**config.mk**
```make
export PLATFORM = sky130hd
export DESIGN_NAME = eag_top
export DESIGN_NICKNAME = d
export VERILOG_FILES = /design/src/rtl/eag_pkg.sv /design/src/rtl/eag_decode.sv /design/src/rtl/eag_step.sv /design/src/rtl/eag_sum.sv /design/src/rtl/eag_top.sv
export SDC_FILE = /design/constraint.sdc
export NUM_CORES = 1
export LEC_CHECK = 0
export BUFFER_PORTS_ARGS = -buffer_cell sky130_fd_sc_hd__buf_4
export CORE_MARGIN = 2
export CORE_UTILIZATION = 46
export DETAILED_ROUTE_END_ITERATION = 6
export GPL_TIMING_DRIVEN = 0
export PLACE_DENSITY = 0.81
export SLEW_MARGIN = 20
export SYNTH_ARGS = -nofsm -noshare
export SYNTH_HDL_FRONTEND = slang
export SYNTH_SLANG_ARGS = --single-unit
```
**constraint.sdc**
```tcl
create_clock -name clk -period 10.4 [get_ports clk]
set_input_delay 1.04 -clock clk [delete_from_list [all_inputs] [get_ports clk]]
set_output_delay 1.04 -clock clk [all_outputs]
set_load 0.02 [all_outputs]
```
**src/rtl/eag_pkg.sv**
```systemverilog
package eag_pkg;

    localparam int EAG_ADDR_W = 32;
    localparam int EAG_DISP_W = 16;
    localparam int EAG_RIDX_W = 4;

    typedef enum logic [3:0] {
        M_LIT      = 4'd0,
        M_ABS      = 4'd1,
        M_REG      = 4'd2,
        M_RIND     = 4'd3,
        M_POST_INC = 4'd4,
        M_POST_DEC = 4'd5,
        M_PRE_INC  = 4'd6,
        M_PRE_DEC  = 4'd7,
        M_INDEXED  = 4'd8,
        M_BASE_D   = 4'd9,
        M_PC_REL   = 4'd10,
        M_BASE_IDX = 4'd11
    } mode_e;

    typedef enum logic [2:0] {
        PRI_ZERO,
        PRI_FIELD,
        PRI_BASE,
        PRI_MODPTR,
        PRI_PC
    } pri_sel_e;

    typedef struct packed {
        logic     mem;
        logic     wb;
        logic     down;
        pri_sel_e pri;
        logic     add_idx;
        logic     scale_idx;
        logic     add_disp;
        logic     add_seg;
    } ctl_t;

    function automatic logic [2:0] step_of(input logic [1:0] size);
        case (size)
            2'd0:    return 3'd1;
            2'd1:    return 3'd2;
            default: return 3'd4;
        endcase
    endfunction

endpackage

```
**src/rtl/eag_decode.sv**
```systemverilog
module eag_decode
    import eag_pkg::*;
(
    input  logic [3:0] mode,
    output ctl_t       ctl
);
    always_comb begin
        ctl = '{mem: 1'b0, wb: 1'b0, down: 1'b0, pri: PRI_ZERO,
                add_idx: 1'b0, scale_idx: 1'b0, add_disp: 1'b0, add_seg: 1'b0};
        case (mode)
            M_ABS: begin
                ctl.mem = 1'b1;
                ctl.pri = PRI_FIELD;
            end
            M_RIND: begin
                ctl.mem = 1'b1;
                ctl.pri = PRI_BASE;
            end
            M_POST_INC, M_POST_DEC: begin
                ctl.mem  = 1'b1;
                ctl.wb   = 1'b1;
                ctl.down = (mode == M_POST_DEC);
                ctl.pri  = PRI_BASE;
            end
            M_PRE_INC, M_PRE_DEC: begin
                ctl.mem  = 1'b1;
                ctl.wb   = 1'b1;
                ctl.down = (mode == M_PRE_DEC);
                ctl.pri  = PRI_MODPTR;
            end
            M_INDEXED: begin
                ctl.mem     = 1'b1;
                ctl.pri     = PRI_FIELD;
                ctl.add_idx = 1'b1;
            end
            M_BASE_D: begin
                ctl.mem      = 1'b1;
                ctl.pri      = PRI_BASE;
                ctl.add_disp = 1'b1;
            end
            M_PC_REL: begin
                ctl.mem      = 1'b1;
                ctl.pri      = PRI_PC;
                ctl.add_disp = 1'b1;
            end
            M_BASE_IDX: begin
                ctl.mem       = 1'b1;
                ctl.pri       = PRI_BASE;
                ctl.add_idx   = 1'b1;
                ctl.scale_idx = 1'b1;
                ctl.add_disp  = 1'b1;
                ctl.add_seg   = 1'b1;
            end
            default: ;
        endcase
    end
endmodule

```
**src/rtl/eag_step.sv**
```systemverilog
module eag_step
    import eag_pkg::*;
#(
    parameter int W = EAG_ADDR_W
) (
    input  logic [W-1:0] ptr,
    input  logic [1:0]   size,
    input  logic         down,
    output logic [W-1:0] moved
);
    logic [W-1:0] step;

    always_comb begin
        step  = W'(step_of(size));
        moved = down ? (ptr - step) : (ptr + step);
    end
endmodule

```
**src/rtl/eag_sum.sv**
```systemverilog
module eag_sum #(
    parameter int W     = 32,
    parameter int TERMS = 4
) (
    input  logic [TERMS-1:0][W-1:0] term,
    output logic [W-1:0]            total
);
    logic [TERMS:0][W-1:0] acc;

    assign acc[0] = '0;
    for (genvar g = 0; g < TERMS; g++) begin : g_add
        assign acc[g+1] = acc[g] + term[g];
    end
    assign total = acc[TERMS];
endmodule

```
**src/rtl/eag_top.sv**
```systemverilog
module eag_top
    import eag_pkg::*;
#(
    parameter int ADDR_W = EAG_ADDR_W,
    parameter int DISP_W = EAG_DISP_W,
    parameter int RIDX_W = EAG_RIDX_W
) (
    input  logic              clk,
    input  logic              rst,
    input  logic              in_valid,
    output logic              in_ready,
    input  logic [3:0]        in_mode,
    input  logic [1:0]        in_size,
    input  logic [1:0]        in_scale,
    input  logic [ADDR_W-1:0] in_field,
    input  logic [DISP_W-1:0] in_disp,
    input  logic [RIDX_W-1:0] in_reg_idx,
    input  logic [ADDR_W-1:0] in_base_val,
    input  logic [ADDR_W-1:0] in_index_val,
    input  logic [ADDR_W-1:0] in_pc_next,
    input  logic              in_seg_en,
    input  logic [ADDR_W-1:0] in_seg_base,
    output logic              out_valid,
    input  logic              out_ready,
    output logic [ADDR_W-1:0] out_ea,
    output logic              out_mem,
    output logic              out_wb_en,
    output logic [RIDX_W-1:0] out_wb_idx,
    output logic [ADDR_W-1:0] out_wb_data
);
    localparam int TERMS = 4;

    ctl_t                          ctl;
    logic [ADDR_W-1:0]             moved;
    logic [ADDR_W-1:0]             disp_x;
    logic [TERMS-1:0][ADDR_W-1:0]  term;
    logic [ADDR_W-1:0]             ea_sum;
    logic                          take;

    eag_decode u_dec (
        .mode (in_mode),
        .ctl  (ctl)
    );

    eag_step #(.W(ADDR_W)) u_step (
        .ptr   (in_base_val),
        .size  (in_size),
        .down  (ctl.down),
        .moved (moved)
    );

    assign disp_x = {{(ADDR_W-DISP_W){in_disp[DISP_W-1]}}, in_disp};

    always_comb begin
        case (ctl.pri)
            PRI_FIELD:  term[0] = in_field;
            PRI_BASE:   term[0] = in_base_val;
            PRI_MODPTR: term[0] = moved;
            PRI_PC:     term[0] = in_pc_next;
            default:    term[0] = '0;
        endcase
        if (!ctl.add_idx)
            term[1] = '0;
        else if (ctl.scale_idx)
            term[1] = in_index_val << in_scale;
        else
            term[1] = in_index_val;
        term[2] = ctl.add_disp ? disp_x : '0;
        term[3] = (ctl.add_seg && in_seg_en) ? in_seg_base : '0;
    end

    eag_sum #(.W(ADDR_W), .TERMS(TERMS)) u_sum (
        .term  (term),
        .total (ea_sum)
    );

    assign in_ready = !out_valid || out_ready;
    assign take     = in_valid && in_ready;

    always_ff @(posedge clk) begin
        if (rst) begin
            out_valid   <= 1'b0;
            out_ea      <= '0;
            out_mem     <= 1'b0;
            out_wb_en   <= 1'b0;
            out_wb_idx  <= '0;
            out_wb_data <= '0;
        end else if (take) begin
            out_valid   <= 1'b1;
            out_ea      <= ea_sum;
            out_mem     <= ctl.mem;
            out_wb_en   <= ctl.wb;
            out_wb_idx  <= ctl.wb ? in_reg_idx : '0;
            out_wb_data <= ctl.wb ? moved : '0;
        end else if (out_ready) begin
            out_valid   <= 1'b0;
        end
    end
endmodule

```
-- After elaboration in Yosys (flattened, before gate mapping)
Cells that the tools add are included.
W data, S select, Z words.
- flip-flop bits (word level): 71
- bits in latches: 0
- bits in writable memories: 0
- ROM bits: 0
- bits of input ports: 193
- output and inout port bits: 72
- logic and storage cells: 57
- memories kept: 0
- add/sub/neg operators: 5
- multiply operators: 0
- divide/modulo/power cells: 0
- order comparisons: 0
- eq/ne operators: 15
- shifts and indexed selects: 1
- muxes and demuxes: 17
- bitwise logic cells: 0
- reduce and logical (&&, ||, !) cells: 13
- operators with widths (operator ; number):
    $mux W32 ; 6
    $pmux W32 S4 ; 1
    $add A32 B32 Y32 ; 3
    $add A32 B3 Y32 ; 1
    $shl A32 B2 Y32 ; 1
    $sub A32 B3 Y32 ; 1
    $eq A4 B3 Y1 const B ; 4
    $eq A4 B4 Y1 const B ; 4
    $pmux W3 S4 ; 1
    $reduce_or A10 Y1 ; 1
    $reduce_or A2 Y1 ; 4
    $eq A3 B2 Y1 const B ; 2
    $mux W1 ; 6
    $pmux W3 S2 ; 1
    $reduce_or A5 Y1 ; 1
    $eq A4 B1 Y1 const B ; 1
    $eq A4 B2 Y1 const B ; 1
    $mux W4 ; 1
    $pmux W2 S2 ; 1
    $eq A3 B1 Y1 const B ; 1
    $eq A3 B3 Y1 const B ; 1
    $reduce_or A3 Y1 ; 1
    $eq A2 B1 Y1 const B ; 1
    $logic_and A1 B1 Y1 ; 2
    other kinds (4) ; 4

-- Depth between registers and ports, before layout
Gate-level depths: netlist of the first run.
- depth in word-level cells: 8
- mapped depth: 28
- gate-level depth less buffers: 27

-- By module
A second synthesis of the first run with hierarchy kept.
- cells, all modules: 1406
- area, all modules: 10530.1 sq um
- modules (own cells, without submodules) (module ; times used ; cells each ; area an instance (sq um)):
    eag_top ; 1 ; 696 ; 5058.6
    eag_sum ; 1 ; 453 ; 3500.9
    eag_step ; 1 ; 235 ; 1791.7
    eag_decode ; 1 ; 22 ; 178.9

-- Worst setup path after synthesis of the first run
OpenSTA, ideal clock, no wires.
- kind: input-to-reg
- start: input in_mode[3]
- end: register out_ea[30]
- library setup time: 0.120 ns
- arrival time: 6.468 ns
- setup slack: 3.812 ns
- stages: 27
- buffers on the path: 1
- cell sequence: buf_2 nand3b_1 inv_1 ha_1 a21o_1 a21o_1 a221oi_2 nand2_1 a21oi_1 o21bai_1 a31oi_1 xor2_1 o21ai_0 fa_1 inv_1 fa_1 inv_1 ha_1 a21o_1 a21o_1 a21oi_1 nor3b_1 a211oi_1 o21ai_1 a221oi_1 or4_1 nand3_1
- word-level cells in the longest chain between the ends: 8
- ends and longest elaborated chain (what ; RTL line ; RTL):
    from (decl) ; eag_top.sv:12 ; input logic [3:0] in_mode,
    $eq A4 B2 Y1, or another cell as far along ; eag_decode.sv:10 ; case (mode)
    $reduce_or A5 Y1 (no line), or another cell as far along ; n/a ;
    $pmux W3 S4 or $pmux W2 S2 (tied branches) ; eag_decode.sv:10 ;
    $eq A3 B3 Y1, or another cell as far along ; eag_top.sv:55 ; case (ctl.pri)
    $pmux W32 S4 ; eag_top.sv:55 ;
    $add A32 B32 Y32 (2 in a row) ; eag_sum.sv:12 ; assign acc[g+1] = acc[g] + term[g];
    $add A32 B32 Y32 (*) ; eag_sum.sv:12 ;
    to (signal assigned) ; eag_top.sv:90 ; out_ea <= ea_sum;
    to (decl) ; eag_top.sv:25 ; output logic [ADDR_W-1:0] out_ea,
Mark *: on every way between the ends. The rest lies on a longest branch, timed or not.
A chain may end at the register's enable or synchronous reset.

-- Final worst setup path of the first run
- start: input in_mode[0]
- end: register out_ea[30]
Same word-level chain as after synthesis.

==> results of run 1 <==
==> stage by stage <==
step	hold WS [ns]	cells	cell area, um2	setup WS [ns]	total power (uW)
final	0.453	1756	12000	2.69	1230
after global routing	0.469	1756	12000	2.29	1290
after CTS	0.454	1755	12000	2.86	1220
after detailed placement	0.446	1739	11700	2.50	840
after global placement	0.440	1739	11700	2.56	830
after floorplan	0.530	1208	9390	3.81	645
==> logic make-up (layout without fill, tap and decap cells) <==
group                      after synthesis  in the layout  synth area share
AOI/OAI and AO/OA                      333            333             0.241
xor gates and xnor gates                54             54            0.0518
adders and majority gates              128            128             0.221
buffers and inverters                  201            478            0.0811
DFF                                     71             71             0.151
muxes                                   30             30            0.0639
other                                    0              1                 0
and+or+nand+nor                        391            391             0.190
==> critical path: stages <==
cell and delay [ns]:
sky130_fd_sc_hd__buf_4 0.08, sky130_fd_sc_hd__buf_2 0.21, sky130_fd_sc_hd__nand3b_1 0.24, sky130_fd_sc_hd__inv_1 0.63, sky130_fd_sc_hd__ha_1 0.34, sky130_fd_sc_hd__a21oi_1 0.07
sky130_fd_sc_hd__o21ai_0 0.25, sky130_fd_sc_hd__nor2_1 0.14, sky130_fd_sc_hd__o31ai_1 0.46, sky130_fd_sc_hd__a21o_1 0.19, sky130_fd_sc_hd__a21oi_1 0.07, sky130_fd_sc_hd__xor2_1 0.16
sky130_fd_sc_hd__o21ai_0 0.65, sky130_fd_sc_hd__fa_1 0.52, sky130_fd_sc_hd__inv_1 0.09, sky130_fd_sc_hd__fa_1 0.38, sky130_fd_sc_hd__inv_1 0.08, sky130_fd_sc_hd__ha_1 0.29
sky130_fd_sc_hd__a21oi_1 0.21, sky130_fd_sc_hd__o21ai_0 0.13, sky130_fd_sc_hd__a21o_1 0.19, sky130_fd_sc_hd__a221o_1 0.31, sky130_fd_sc_hd__a22oi_1 0.41, sky130_fd_sc_hd__o21ai_1 0.24
sky130_fd_sc_hd__a221oi_1 0.35, sky130_fd_sc_hd__or4_1 0.16, sky130_fd_sc_hd__nand3_1 0.06
==> per-layer routing <==
| layer | up-vias | part of all wire |
|---|---|---|
| li1 | 4789 | - |
| met2 | 585 | 0.47 |
| met3 | 99 | 0.095 |
| met1 | 4896 | 0.40 |
| met5 | - | 0 |
| met4 | 0 | 0.040 |
==> worst paths after layout <==
check / endpoint / slack, ns / cells after the start
worst min-delay path: out_ea[7] / 0.45 / 2
worst max-delay path: out_ea[30] / 2.69 / 27
worst max register to register: out_wb_data[25] / 7.79 / 6
worst min register to register: out_ea[7] / 0.45 / 2
==> area by class of cell <==
type	instances	area [um2]
timing repair buffer	261	1960
clock buffer	9	225
multi-input combinational	936	7210
inverter	135	507
sequential	71	1420
buffer	66	255
clock inverter	7	120
fill	1877	8070
tap	270	338
antenna	1	2.50
==> flip-flops by register name, indices dropped and copies added (netlist names) <==
| name | cells |
|---|---|
| out_valid | 1 |
| out_ea | 32 |
| out_wb_en | 1 |
| out_mem | 1 |
| out_wb_idx | 4 |
| out_wb_data | 32 |
==> where the power goes <==
group          switching [uW]  total, uW  internal, uW  leakage, uW
logic                     318        545           227      0.00509
registers                10.4        301           291     0.000579
clock network             150        386           236     0.000166
==> layout by cell type (no fill, tap or decap), types with 6 or more instances in the layout <==
cell type and n:
sky130_fd_sc_hd__a211oi_1 17, sky130_fd_sc_hd__a21o_1 32, sky130_fd_sc_hd__a21oi_1 110, sky130_fd_sc_hd__a222oi_1 29
sky130_fd_sc_hd__a22oi_1 17, sky130_fd_sc_hd__a31oi_1 7, sky130_fd_sc_hd__and2_1 6, sky130_fd_sc_hd__and3_1 23
sky130_fd_sc_hd__buf_4 262, sky130_fd_sc_hd__clkbuf_1 57, sky130_fd_sc_hd__clkbuf_16 9, sky130_fd_sc_hd__dfxtp_1 71
sky130_fd_sc_hd__fa_1 63, sky130_fd_sc_hd__ha_1 65, sky130_fd_sc_hd__inv_1 135, sky130_fd_sc_hd__mux2i_1 6
sky130_fd_sc_hd__mux4_2 24, sky130_fd_sc_hd__nand2_1 177, sky130_fd_sc_hd__nand2b_1 12, sky130_fd_sc_hd__nand3_1 28
sky130_fd_sc_hd__nand3b_1 11, sky130_fd_sc_hd__nor2_1 83, sky130_fd_sc_hd__nor3_1 14, sky130_fd_sc_hd__o21a_1 8
sky130_fd_sc_hd__o21ai_0 42, sky130_fd_sc_hd__o21ai_1 6, sky130_fd_sc_hd__o21bai_1 13, sky130_fd_sc_hd__o31ai_1 7
sky130_fd_sc_hd__or3_1 7, sky130_fd_sc_hd__xnor2_1 29, sky130_fd_sc_hd__xor2_1 24
==> impl_metrics.ini, run 1 <==
[floorplan]
core_mm2 = 0.0201
fp.dieH_um = 147
die_area_mm2 = 0.0216
num_rows = 52
ports = 265
floorplan.initialDensity = 0.467
fp.dieW_um = 147

[yosys]
post_synth_most_frequent_cells = sky130_fd_sc_hd__nand2_1, sky130_fd_sc_hd__inv_1, sky130_fd_sc_hd__a21oi_1, sky130_fd_sc_hd__nor2_1, sky130_fd_sc_hd__dfxtp_1
synth-async-reset-ratio = 0
seq_area_frac_synth = 0.151
synth_cells = 1208
synth-edff-count = 0
syn_avg_cell_area_um2 = 7.78
number_of_nets_produced_by_synthesis = 1529
yosysWarningCount = 0
netlist-cell-type-count = 69
synth.ff_latch_count = 71
synth_top_cells_by_area = sky130_fd_sc_hd__dfxtp_1, sky130_fd_sc_hd__fa_1, sky130_fd_sc_hd__ha_1, sky130_fd_sc_hd__nand2_1, sky130_fd_sc_hd__a21oi_1
synth_largest_type_area_fraction = 0.151
syn_area_mm2 = 0.00939
yosys_most_used_dff = sky130_fd_sc_hd__dfxtp_1
yosysMostFrequentCell = sky130_fd_sc_hd__nand2_1
synthDominantAreaCellType = sky130_fd_sc_hd__dfxtp_1

[clock_tree]
post_cts_resized = 0
max-clock-path-buffers = 2
worst_setup_hold_path_clk_slew_ns = 0.07
postCtsSetupRepairBufs = 0
htreeDepth = 3
tritoncts.num_buffers = 9
clkLatencyLatePin_ns = 0.36
post_cts_hold_buffer_count = 0
clockRootBuffer = sky130_fd_sc_hd__clkbuf_16
cts_tree = built
numClockSinks = 71

[setup_path]
criticalPathCategory = input port to register
critPathRequiredTime_ns = 10.65
crit_path_start_kind = input port
crit_path_start = in_mode[0]
timing.critical_path.arrival_ns = 7.96
critical_path.max_fanout = 17
worstReg2RegStart = out_valid
timing.critical_path.to_type = register

[detailed_routing]
drt_iter0_drc = 978
postRouteAntennaNets = 0
detail_route.first_pass.iterations = 6
routed_via_density = 5.90
detail_route.wl_per_cell_um = 20.3
drc = 0
via_count = 10400
wl_mm = 35.6

[job]
drv_cap = 0

[sta]
fin_skew_ns = 0.00776
fin_setup_tns_ns = 0
clock.fmax_mhz = 130
worst_pin_slew_ns = 1.02
final-max-slew-violation-count = 0
worst_slew_margin_rel = 0.322
finalCritPeriodShare = 0.741
final_hold_viol_count = 0
rsz_0062_raised_after_global_routing = false
report.final.setup_viol = 0
final_period_minus_worst_setup_slack_ns = 7.71

[layout]
final_nets = 1801
area_growth_pct = 28.2
post-route-util = 0.599
layout-drive-gt1-share = 0.215

[global_route]
grt_first_pass_wirelength_mm = 52.8
globalRouteMet3Util = 0.0553
pin_count_of_the_biggest_net_entering_global_routing = 18
number_of_antenna_violations_at_the_first_check_in_global_routing = 1
grt.total_usage = 0.318
groute.layer.met2.usage = 0.530
global_routing_met1_resource_utilization = 0.411
globalRouteOverflowTotal = 0
first_global_vias = 9805
grt_busiest_layer = met2

[worst_hold_path]
hold_path_startpoint = out_ea[7]
hold_crit_path_type = register to register

[power]
max-vdd-ir-drop_v = 0.0000895
power_leakage_uw = 0.00583
pwr_density_cell_mw_per_mm2 = 102

[placement]
place.detailed.hpwl_mm = 28.6
routabilityCongestion = 0.984
buffer_ports.inserted = 261

[run_status]
status = completed
No activity file was read; power rests on OpenSTA's default activity.
==> run 2, diff against run 1 <==
--- a/config.mk
+++ b/config.mk
@@ -5,12 +5,13 @@
 export SDC_FILE = /design/constraint.sdc
 export NUM_CORES = 1
 export LEC_CHECK = 0
+export ABC_AREA = 1
 export BUFFER_PORTS_ARGS = -buffer_cell sky130_fd_sc_hd__buf_4
 export CORE_MARGIN = 2
 export CORE_UTILIZATION = 46
 export DETAILED_ROUTE_END_ITERATION = 6
 export GPL_TIMING_DRIVEN = 0
-export PLACE_DENSITY = 0.81
+export PLACE_DENSITY = 0.8
 export SLEW_MARGIN = 20
 export SYNTH_ARGS = -nofsm -noshare
 export SYNTH_HDL_FRONTEND = slang
==> constraint.sdc (replaced) <==
create_clock -name clk -period 7.4 [get_ports clk]
set_input_delay 0.74 -clock clk [delete_from_list [all_inputs] [get_ports clk]]
set_output_delay 0.74 -clock clk [all_outputs]
set_load 0.02 [all_outputs]
==> run 2 against run 1 <==
Net effect: sequential power grew 41%; core utilization is 1.1 points lower; critical path depth increased by 2; synthesized area up 6.8%; count of clock-buffer cells in the layout increased by 3; worst hold slack better by 0.014 ns; flip-flop and latch count unchanged; sequential share of layout area down 0.62 points; synthesized cell count is 36% higher; global-route usage increased by 4.9 points.
==> impl_metrics.ini, run 2 <==
[run_status]
status = completed

[setup_path]
cp_common_cell = sky130_fd_sc_hd__inv_1
critical_path.endpoint = out_ea[29]
critical_path.max_fanout = 14
timing.critical_path.arrival_ns = 7.06
setup.reg_to_reg.worst_slack_ns = 4.97
critPathRequiredTime_ns = 7.65
worstReg2RegStart = out_valid
criticalPathCategory = input port to register
worst_r2r_path_depth = 6
crit_path_start_kind = input port
timing.critical_path.to_type = register
cp_slowest_stage_delay_ns = 0.73
regToRegEndpoint = out_wb_data[29]
cp_slowest_cell = sky130_fd_sc_hd__nor2_2
crit_path_start = in_mode[3]

[sta]
finalCritPeriodShare = 0.921
final_critical_path_setup_slack_ns = 0.585
rsz_0062_raised_after_global_routing = false
final_period_minus_worst_setup_slack_ns = 6.81
report.final.setup_viol = 0
timing.hold.ws_ns = 0.467
final_hold_viol_count = 0
worst_slew_margin_rel = 0.378
fin_skew_ns = 0.0136
clock.fmax_mhz = 147
worst_pin_slew_ns = 0.932
final-max-slew-violation-count = 0

[clock_tree]
clkLatencyLatePin_ns = 0.36
postCtsSetupRepairBufs = 0
clockRootBuffer = sky130_fd_sc_hd__clkbuf_16
cts_tree = built
htreeDepth = 3
tritoncts.num_buffers = 9
worst_setup_hold_path_clk_slew_ns = 0.06
post_cts_resized = 0
numClockSinks = 71
post_cts_hold_buffer_count = 0
max-clock-path-buffers = 2

[yosys]
synth_top_family_by_area = simple AND/OR/NAND/NOR gates
synth-async-reset-ratio = 0
synth_fa_ha_area_frac = 0.207
synth_simple_gate_area_frac = 0.307
synth-edff-count = 0
number_of_nets_produced_by_synthesis = 1964
yosysMostFrequentCell = sky130_fd_sc_hd__nand2_1
seq_area_frac_synth = 0.142
xor_xnor_portion_of_the_synthesized_cell_area = 0.0288
synth.ff_latch_count = 71
synth_compound_area_frac = 0.183
synth_top_cells_by_area = sky130_fd_sc_hd__nand2_1, sky130_fd_sc_hd__dfxtp_1, sky130_fd_sc_hd__fa_1, sky130_fd_sc_hd__inv_1, sky130_fd_sc_hd__ha_1
syn_avg_cell_area_um2 = 6.11
synth.mux.area_fraction = 0.000998
netlist-cell-type-count = 48
syn_area_mm2 = 0.0100
yosysWarningCount = 0
post_synth_most_frequent_cells = sky130_fd_sc_hd__nand2_1, sky130_fd_sc_hd__inv_1, sky130_fd_sc_hd__nor2_1, sky130_fd_sc_hd__a21oi_1, sky130_fd_sc_hd__nand3_1
synth_cells = 1643
synth_largest_type_area_fraction = 0.168
yosys_most_used_dff = sky130_fd_sc_hd__dfxtp_1
synthDominantAreaCellType = sky130_fd_sc_hd__nand2_1

[layout]
num_antenna_cells = 0
mostFrequentLayoutCells = sky130_fd_sc_hd__nand2_1, sky130_fd_sc_hd__inv_1, sky130_fd_sc_hd__buf_4, sky130_fd_sc_hd__nor2_1, sky130_fd_sc_hd__a21oi_1
stdcell_count = 2203
reg.largest.list = out_ea (32), out_wb_data (32), out_wb_idx (4)
layout-drive-gt1-share = 0.158
area_growth_pct = 26.6
final_cell_area_mm2 = 0.0127
mostFrequentLayoutCell = sky130_fd_sc_hd__nand2_1
final_nets = 2239

[power]
switching_share = 0.422
clkPwrFrac = 0.289
max-vdd-ir-drop_v = 0.0000929
internal-power_uw = 1010
fin_total_pwr_uw = 1750
power_leakage_uw = 0.00667
power.combinational.fraction = 0.469
pwr_density_cell_mw_per_mm2 = 138
net-switching-power_uw = 739
power.sequential.fraction = 0.243

[global_route]
pin_count_of_the_biggest_net_entering_global_routing = 18
first_global_vias = 11200
globalRouteOverflowTotal = 0
grt_first_pass_wirelength_mm = 63.4
number_of_antenna_violations_at_the_first_check_in_global_routing = 0
grt.total_usage = 0.367

[detailed_routing]
drt_iter0_drc = 1008
detail_route.wl_per_cell_um = 19.4
detail_route.first_pass.iterations = 5
routed_via_density = 5.50
postRouteAntennaNets = 0
drc = 0
wl_mm = 42.8
via_count = 12100

[floorplan]
die_area_mm2 = 0.0230
ports = 265
fp.dieH_um = 152
fp.dieW_um = 152
core_mm2 = 0.0216
floorplan.initialDensity = 0.464
num_rows = 54

[placement]
routabilityCongestion = 1.02
detailed_place.area_mm2 = 0.0124
placed_cells_incl_taps = 2187
place.detailed.hpwl_mm = 36.3
dpl_worst_slack_ns = 0.375
buffer_ports.inserted = 263

[worst_hold_path]
hold_crit_path_type = register to register

[job]
drv_cap = 0
-- run 2: changes by cell type after synthesis, sizes merged, moves of 27 or more --
cell	previous run	this run
o211ai	4	38
a21o	32	5
nor2	83	143
nand4	3	34
a222oi	29	0
nand3	28	86
inv	135	295
o21ai	49	101
nand2	178	451
-- run 2: worst max-delay path, delay by kind of cell --
kind	cells	cell delay, ns
AOI/OAI and AO/OA	9	1.68
adders and majority gates	4	1.97
buffers and inverters	7	0.60
and+or+nand+nor	9	2.06
-- run 2: worst min-delay path by stage --
stage | start | endpoint | slack [ns] | cells after the start
4_1_cts | out_wb_idx[1] | out_wb_idx[1] | 0.47 | 2
2_1_floorplan | out_wb_data[29] | out_wb_data[29] | 0.54 | 2
3_5_place_dp | out_wb_idx[1] | out_wb_idx[1] | 0.46 | 2
6_report | out_wb_idx[2] | out_wb_idx[2] | 0.47 | 2
3_3_place_gp | out_wb_idx[0] | out_wb_idx[0] | 0.45 | 2
5_1_grt | out_wb_idx[1] | out_wb_idx[1] | 0.48 | 2
-- run 2: logic make-up (layout without fill, tap and decap cells) --
logic type	after synthesis	after routing
muxes	1	1
buffers and inverters	352	632
and+or+nand+nor	743	743
DFF	71	71
xor gates and xnor gates	33	33
adders and majority gates	128	128
AOI/OAI and AO/OA	315	315
-- run 2: final cells by class --
type | count | area, um2
inverter | 295 | 1110
sequential | 71 | 1420
buffer | 57 | 216
clock inverter | 4 | 77.6
tap | 280 | 350
multi-input combinational | 1220 | 7300
clock buffer | 12 | 246
timing repair buffer | 264 | 1990
fill | 2169 | 8920
-- run 2: layer usage --
layer,vias to the layer above,global-route usage,part of all wire
met3,81,0.0488,0.087
met4,0,0.142,0.037
met5,-,0,0
met2,595,0.587,0.44
met1,5616,0.503,0.43
li1,5815,-,-
-- run 2: power groups by stage --
stage	logic, uW	registers [uW]	clock network [uW]
after floorplan	449	463	0
after global placement	794	432	0
after detailed placement	804	433	0
after CTS	808	425	501
after global routing	905	427	520
final	820	425	506
-- run 2: per-stage QoR --
stage	TNS, ns	util
2_1_floorplan	0	-
3_3_place_gp	-1.60	0.572
3_5_place_dp	0	0.572
4_1_cts	0	0.587
5_1_grt	0	0.588
6_report	0	0.588
